### config.mk
export PLATFORM = sky130hd
export DESIGN_NAME = can_tx_guard
export DESIGN_NICKNAME = d
export VERILOG_FILES = /design/src/rtl/can_guard_pkg.sv /design/src/rtl/can_txd_sync.sv /design/src/rtl/can_dom_timer.sv /design/src/rtl/can_therm_latch.sv /design/src/rtl/can_tx_guard.sv
export SDC_FILE = /design/constraint.sdc
export NUM_CORES = 1
export LEC_CHECK = 0
export BUFFER_PORTS_ARGS = -buffer_cell sky130_fd_sc_hd__buf_2
export CAP_MARGIN = 30
export CORE_MARGIN = 3
export CORE_UTILIZATION = 60
export CTS_CLUSTER_SIZE = 10
export DETAILED_ROUTE_END_ITERATION = 10
export PLACE_DENSITY_LB_ADDON = 0.12
export SYNTH_ARGS = -nofsm -noshare
export SYNTH_HDL_FRONTEND = slang
export SYNTH_SLANG_ARGS = --single-unit
export TNS_END_PERCENT = 10
### constraint.sdc
create_clock -name clk -period 5.9 [get_ports clk]
set_input_delay 0.295 -clock clk [delete_from_list [all_inputs] [get_ports clk]]
set_output_delay 0.295 -clock clk [all_outputs]
set_load 0.005 [all_outputs]
### src/rtl/can_guard_pkg.sv
package can_guard_pkg;

    typedef enum logic {
        MODE_NORMAL  = 1'b0,
        MODE_STANDBY = 1'b1
    } tx_mode_e;

    // 17 bit times at 40 kbit/s is 425 us; stay above that.
    localparam int unsigned MIN_TIMEOUT_NS = 425_000;

    function automatic logic gate_open(input logic txd_low,
                                       input tx_mode_e mode,
                                       input logic timed_out,
                                       input logic hot);
        return txd_low && (mode == MODE_NORMAL) && !timed_out && !hot;
    endfunction

endpackage

### src/rtl/can_txd_sync.sv
module can_txd_sync #(
    parameter int unsigned STAGES = 2
) (
    input  logic clk,
    input  logic rst_n,
    input  logic txd_raw,
    output logic txd_s
);

    localparam int unsigned LAST = STAGES - 1;

    typedef struct packed {
        logic [STAGES-1:0] chain;
    } sync_t;

    sync_t st_d, st_q;

    always_comb begin
        st_d = st_q;
        if (STAGES > 1) begin
            st_d.chain = {st_q.chain[STAGES-2:0], txd_raw};
        end else begin
            st_d.chain[0] = txd_raw;
        end
    end

    always_ff @(posedge clk or negedge rst_n) begin
        if (!rst_n) begin
            st_q.chain <= '1;
        end else begin
            st_q <= st_d;
        end
    end

    assign txd_s = st_q.chain[LAST];

    // after reset the synchronized level starts recessive
    a_r1_sync_reset_high: assert property (@(posedge clk)
        $rose(rst_n) |-> txd_s);

endmodule

### src/rtl/can_dom_timer.sv
module can_dom_timer #(
    parameter int unsigned TIMEOUT_CYC = 50_000
) (
    input  logic clk,
    input  logic rst_n,
    input  logic txd_s,
    output logic expired
);

    localparam int unsigned CW = $clog2(TIMEOUT_CYC + 1);
    localparam logic [CW-1:0] LIMIT = CW'(TIMEOUT_CYC);

    typedef struct packed {
        logic [CW-1:0] cnt;
        logic          fired;
    } tmr_t;

    tmr_t st_d, st_q;

    always_comb begin
        st_d = st_q;
        if (txd_s) begin
            st_d.cnt   = '0;
            st_d.fired = 1'b0;
        end else begin
            if (st_q.cnt != LIMIT) begin
                st_d.cnt = st_q.cnt + CW'(1);
            end
            st_d.fired = (st_d.cnt == LIMIT);
        end
    end

    always_ff @(posedge clk or negedge rst_n) begin
        if (!rst_n) begin
            st_q <= '0;
        end else begin
            st_q <= st_d;
        end
    end

    assign expired = st_q.fired;

    // any high level clears the window
    a_r4_high_clears: assert property (@(posedge clk) disable iff (!rst_n)
        txd_s |=> (st_q.cnt == '0) && !expired);

    // once fired, stays fired while low
    a_r3_fired_holds: assert property (@(posedge clk) disable iff (!rst_n)
        (expired && !txd_s) |=> expired);

    // counter never passes the limit
    a_r3_no_overflow: assert property (@(posedge clk) disable iff (!rst_n)
        st_q.cnt <= LIMIT);

endmodule

### src/rtl/can_therm_latch.sv
module can_therm_latch (
    input  logic clk,
    input  logic rst_n,
    input  logic over_temp,
    input  logic txd_s,
    output logic shut
);

    typedef struct packed {
        logic shut;
    } therm_t;

    therm_t st_d, st_q;

    always_comb begin
        st_d = st_q;
        if (over_temp) begin
            st_d.shut = 1'b1;
        end else if (txd_s) begin
            st_d.shut = 1'b0;
        end
    end

    always_ff @(posedge clk or negedge rst_n) begin
        if (!rst_n) begin
            st_q <= '0;
        end else begin
            st_q <= st_d;
        end
    end

    assign shut = st_q.shut;

    // flag sets latch on next edge
    a_r6_flag_sets: assert property (@(posedge clk) disable iff (!rst_n)
        over_temp |=> shut);

    // latch holds while transmit input stays low
    a_r7_hold_low: assert property (@(posedge clk) disable iff (!rst_n)
        (shut && !txd_s) |=> shut);

endmodule

### src/rtl/can_tx_guard.sv
module can_tx_guard #(
    parameter int unsigned TIMEOUT_CYC = 50_000,
    parameter int unsigned SYNC_STAGES = 2
) (
    input  logic clk,
    input  logic rst_n,
    input  logic txd,
    input  logic over_temp,
    input  logic standby,
    output logic drive_dom
);

    import can_guard_pkg::*;

    localparam int unsigned RW = $clog2(TIMEOUT_CYC + 2) + 1;

    logic     txd_s;
    logic     expired;
    logic     shut;
    tx_mode_e mode;

    can_txd_sync #(.STAGES(SYNC_STAGES)) u_sync (
        .clk     (clk),
        .rst_n   (rst_n),
        .txd_raw (txd),
        .txd_s   (txd_s)
    );

    can_dom_timer #(.TIMEOUT_CYC(TIMEOUT_CYC)) u_timer (
        .clk     (clk),
        .rst_n   (rst_n),
        .txd_s   (txd_s),
        .expired (expired)
    );

    can_therm_latch u_therm (
        .clk       (clk),
        .rst_n     (rst_n),
        .over_temp (over_temp),
        .txd_s     (txd_s),
        .shut      (shut)
    );

    assign mode      = standby ? MODE_STANDBY : MODE_NORMAL;
    assign drive_dom = gate_open(!txd_s, mode, expired, shut || over_temp);

    // Checker-side run-length counter for the dominant window bound.
    logic [RW-1:0] run_q;
    always_ff @(posedge clk or negedge rst_n) begin
        if (!rst_n) begin
            run_q <= '0;
        end else if (drive_dom) begin
            run_q <= run_q + RW'(1);
        end else begin
            run_q <= '0;
        end
    end

    // no dominant stretch is longer than the timeout
    a_r3_bounded_run: assert property (@(posedge clk) disable iff (!rst_n)
        run_q <= RW'(TIMEOUT_CYC));

    // dominance never returns from a latched shutdown without a high on txd
    a_r8_release_needs_high: assert property (@(posedge clk) disable iff (!rst_n)
        (shut && !txd_s) |=> !drive_dom);

    // driver is off on the first cycle out of reset
    a_r1_reset_off: assert property (@(posedge clk)
        $rose(rst_n) |-> !drive_dom);

    // standby keeps the driver off
    a_r9_standby_off: assert property (@(posedge clk) disable iff (!rst_n)
        (standby && $past(standby)) |-> !drive_dom);

endmodule

==> impl_results.rst <==
.. list-table::
   :header-rows: 1

   * - Metric
     - Value
   * - Via count
     - 885
   * - CP required
     - 6120 ps
   * - Clock slew at reported path FFs
     - 120 ps
   * - Boundary pin count
     - 6
   * - Combined area of all synthesized cells
     - 0.001156 mm2
   * - Global route total overflow
     - 0
   * - Number of nets in the finished design
     - 136
   * - Setup repair after global routing missed its margin
     - false
   * - Non-filler instance count after layout
     - 153
   * - Die Outline Area
     - 0.002490 mm2
   * - Portion of synthesized cell area occupied by the leading cell type
     - 38.96%
   * - Final-report max-slew violation count
     - 0
   * - Via-per-instance ratio
     - 5.784
   * - Wire per inst
     - 13.92 um
   * - Highest attainable clock frequency
     - 453.0 MHz
   * - Worst ir drop on vdd
     - 0.2006 mV
   * - Critical path buffers and inverters
     - 0
   * - Number of detailed-route iterations in the first pass
     - 4
   * - Worst setup path start
     - u_timer.st_q[1]
   * - Clock buffer count from CTS
     - 3
   * - IO buf count
     - 5
   * - All-layer global routing usage
     - 19.78%
   * - Transition at the pin with the smallest max-transition slack
     - 734.5 ps
   * - Antenna violations before repair
     - 0
   * - Master of the slowest instance on the critical path
     - dfrtp_1
   * - Cell types with the highest counts after synthesis
     - nor2_1 (19), dfrtp_1 (18), xor2_1 (11), nand2_1 (8)
   * - Filler instances
     - 149
   * - Worst setup SP type
     - flop
   * - Ys async rst share
     - 100.0%
   * - Setup total negative slack
     - 0 ps
   * - Net count of the mapped netlist
     - 131
   * - Relative area change from synthesis to final layout
     - 5.736%
   * - CTS max path bufs
     - 2
   * - Final critical-path share of the clock period
     - 37.42%
   * - Per-instance average area after synthesis
     - 9.323 um2
   * - Initial DRC count
     - 25
   * - Cell at the root of the clock tree
     - clkbuf_4
   * - Later-pin clock latency in the skew report
     - 310 ps
   * - Arr. time, crit path
     - 2420 ps
   * - Total power
     - 0.0002264 W
   * - Routability cong.
     - 0.9051
   * - Residual DRC
     - 0
   * - Power density of the placed cells
     - 185.2 mW/mm2
   * - Initial Util
     - 65.53%
   * - Most used DFF post-synth
     - dfrtp_1
   * - DP Cell Count
     - 148
   * - Post-synthesis register bit count
     - 20
   * - Worst rel slew slack
     - 50.59%
   * - Setup bufs post-CTS
     - 0
   * - Type of the setup path with the least slack
     - reg2reg
   * - HPWL reported at the end of detailed placement
     - 1.453 mm
   * - Most frequent cell after synthesis
     - nor2_1
   * - Top cells by area, synth
     - dfrtp_1 (39%), xor2_1 (8.3%), nor2_1 (6.2%), dfstp_2 (4.5%), xnor2_1 (4.5%)
   * - Pin count of the biggest net entering global routing
     - 21
   * - Fraction of layout cells with a size suffix above 1
     - 12.50%
   * - Die width
     - 49.90 um
   * - Outcome
     - finished clean
   * - Final setup violation count
     - 0
   * - Number of instances in the synthesized netlist
     - 124
   * - Floorplan die height
     - 49.90 um
   * - Number of cells on the worst hold path
     - 1
   * - CTS tree
     - done
   * - H-tree lvl count
     - 1
   * - Cell breakdown of the critical path
     - ha_1, nand3_2, nor2_4, xnor2_1, or4_1, nor4_1
   * - Static leakage power
     - 0.5154 nW
   * - Class of the worst hold path
     - in2reg
   * - Crit. End Element
     - flop
   * - Worst reg2reg path depth
     - 6
   * - Largest area contributor in the netlist
     - dfrtp_1
   * - Worst-case register-to-register setup slack
     - 3690 ps
   * - Routed WL
     - 2.129 mm
   * - Antenna Nets Post-Route
     - 0
   * - Maximum cell stage delay along the critical path
     - 530 ps
   * - Vias in the first global route
     - 850
   * - Total count of hold-check failures in the final report
     - 0
   * - Worst reg2reg path endpoint
     - u_timer.expired
   * - Cell family with most CP delay
     - simple AND/OR/NAND/NOR gates
   * - Critical path peak fanout
     - 10
   * - CTS sink count
     - 20
   * - Critical Path End
     - u_timer.expired
   * - Max-capacitance violation count
     - 0
   * - Crit Reg-Reg Startpoint
     - u_timer.st_q[1]
   * - Antenna Cells
     - 0
   * - Number of placement rows
     - 15
   * - Critical path depth in cells
     - 6
   * - Synth warnings
     - 0
   * - Core outline area
     - 0.001764 mm2
   * - Number of distinct library cells after synthesis
     - 37
   * - Final setup skew
     - 14.72 ps
   * - Fraction of the yosys area taken by sequential cells
     - 43.51%
   * - EDFF count, synth
     - 0
   * - Time the final worst path needs with I/O delays and setup
     - 2208 ps
   * - Wire length of the first global-routing pass
     - 3.760 mm
-- cell type report --
| cell class | count | area, um2 | share of cell area, % |
|---|---|---|---|
| sequential | 20 | 503.0 | 41.15 |
| clock buffer | 4 | 26.28 | 2.149 |
| tap | 25 | 31.28 | 2.559 |
| timing repair buffer | 6 | 35.03 | 2.866 |
| multi-input combinational | 94 | 611.8 | 50.05 |
| inverter | 4 | 15.01 | 1.228 |
-- logic make-up after synthesis --
group / after synthesis / share of synthesized area (%)
fa+ha+maj: 2 / 2.164
flops: 20 / 43.51
buf+inv: 10 / 3.571
simple gates: 61 / 28.79
xor+xnor: 17 / 12.88
compound gates: 11 / 6.386
mux: 3 / 2.706
-- sequential cells by signal (all words and copies together) (netlist names) --
name and flops:
u_timer.st_q 16, u_sync.st_q 2, u_therm.shut 1, u_timer.expired 1
-- how the worst min path moves through the flow --
stage	from	end	slack, ps
2_1_floorplan	rst_n	u_therm.shut	-0.6
3_3_place_gp	rst_n	u_timer.st_q[4]	260
3_5_place_dp	rst_n	u_timer.st_q[4]	270
4_1_cts	txd	u_sync.st_q[0]	70
5_1_grt	txd	u_sync.st_q[0]	60
6_report	txd	u_sync.st_q[0]	90
-- power breakdown --
part / total (W) / switching, W / internal, W
clock network: 0.0000673 / 0.0000410 / 0.0000264
registers: 0.000146 / 0.00000610 / 0.000140
logic: 0.0000126 / 0.00000680 / 0.00000582
-- cell usage in the layout (no fill, tap or decap), drive strengths merged --
cell	instances
nor3	4
xor2	11
nor4b	1
inv	4
nand3b	1
a21oi	4
buf	5
o21ai	1
nor4	3
dlygate4sd3	1
or4	2
a21o	1
mux2i	2
a31oi	1
and4b	1
xnor2	6
mux2	1
nand2b	3
dfstp	2
nor4bb	1
nor2b	1
and3	1
and4	2
clkbuf	4
ha	2
dfrtp	18
nor2	20
nand3	7
o31ai	1
a41oi	2
nand4	3
nor3b	2
a21bo	1
nand2	9
-- per-layer routing --
| metal | share of wire, % | vias up | GRT usage, % |
|---|---|---|---|
| li1 | - | 433 | - |
| met1 | 47 | 426 | 25.68 |
| met2 | 46 | 22 | 31.94 |
| met3 | 5.2 | 4 | 4.230 |
| met4 | 1.6 | 0 | 7.834 |
| met5 | 0 | - | 0 |
-- per-stage QoR --
| step | utilization [%] | hold WS, ps | setup slack [ps] | instance area [um2] |
|---|---|---|---|---|
| after CTS | 69.29 | 74.47 | 3688 | 1222 |
| after detailed placement | 67.23 | 266.0 | 3708 | 1186 |
| after global placement | 67.23 | 257.2 | 3838 | 1186 |
| after global routing | 69.29 | 63.27 | 3517 | 1222 |
| final | 69.29 | 88.18 | 3692 | 1222 |
| after floorplan | - | -0.5911 | 4003 | 1156 |
-- repair_timing --
| item | in CTS | in global routing |
|---|---|---|
| hold buffers | 1 | 0 |
| resized for setup | 0 | 0 |
| endpoints found under the hold margin | 18 | 0 |
(Power assumes the default switching activity.)
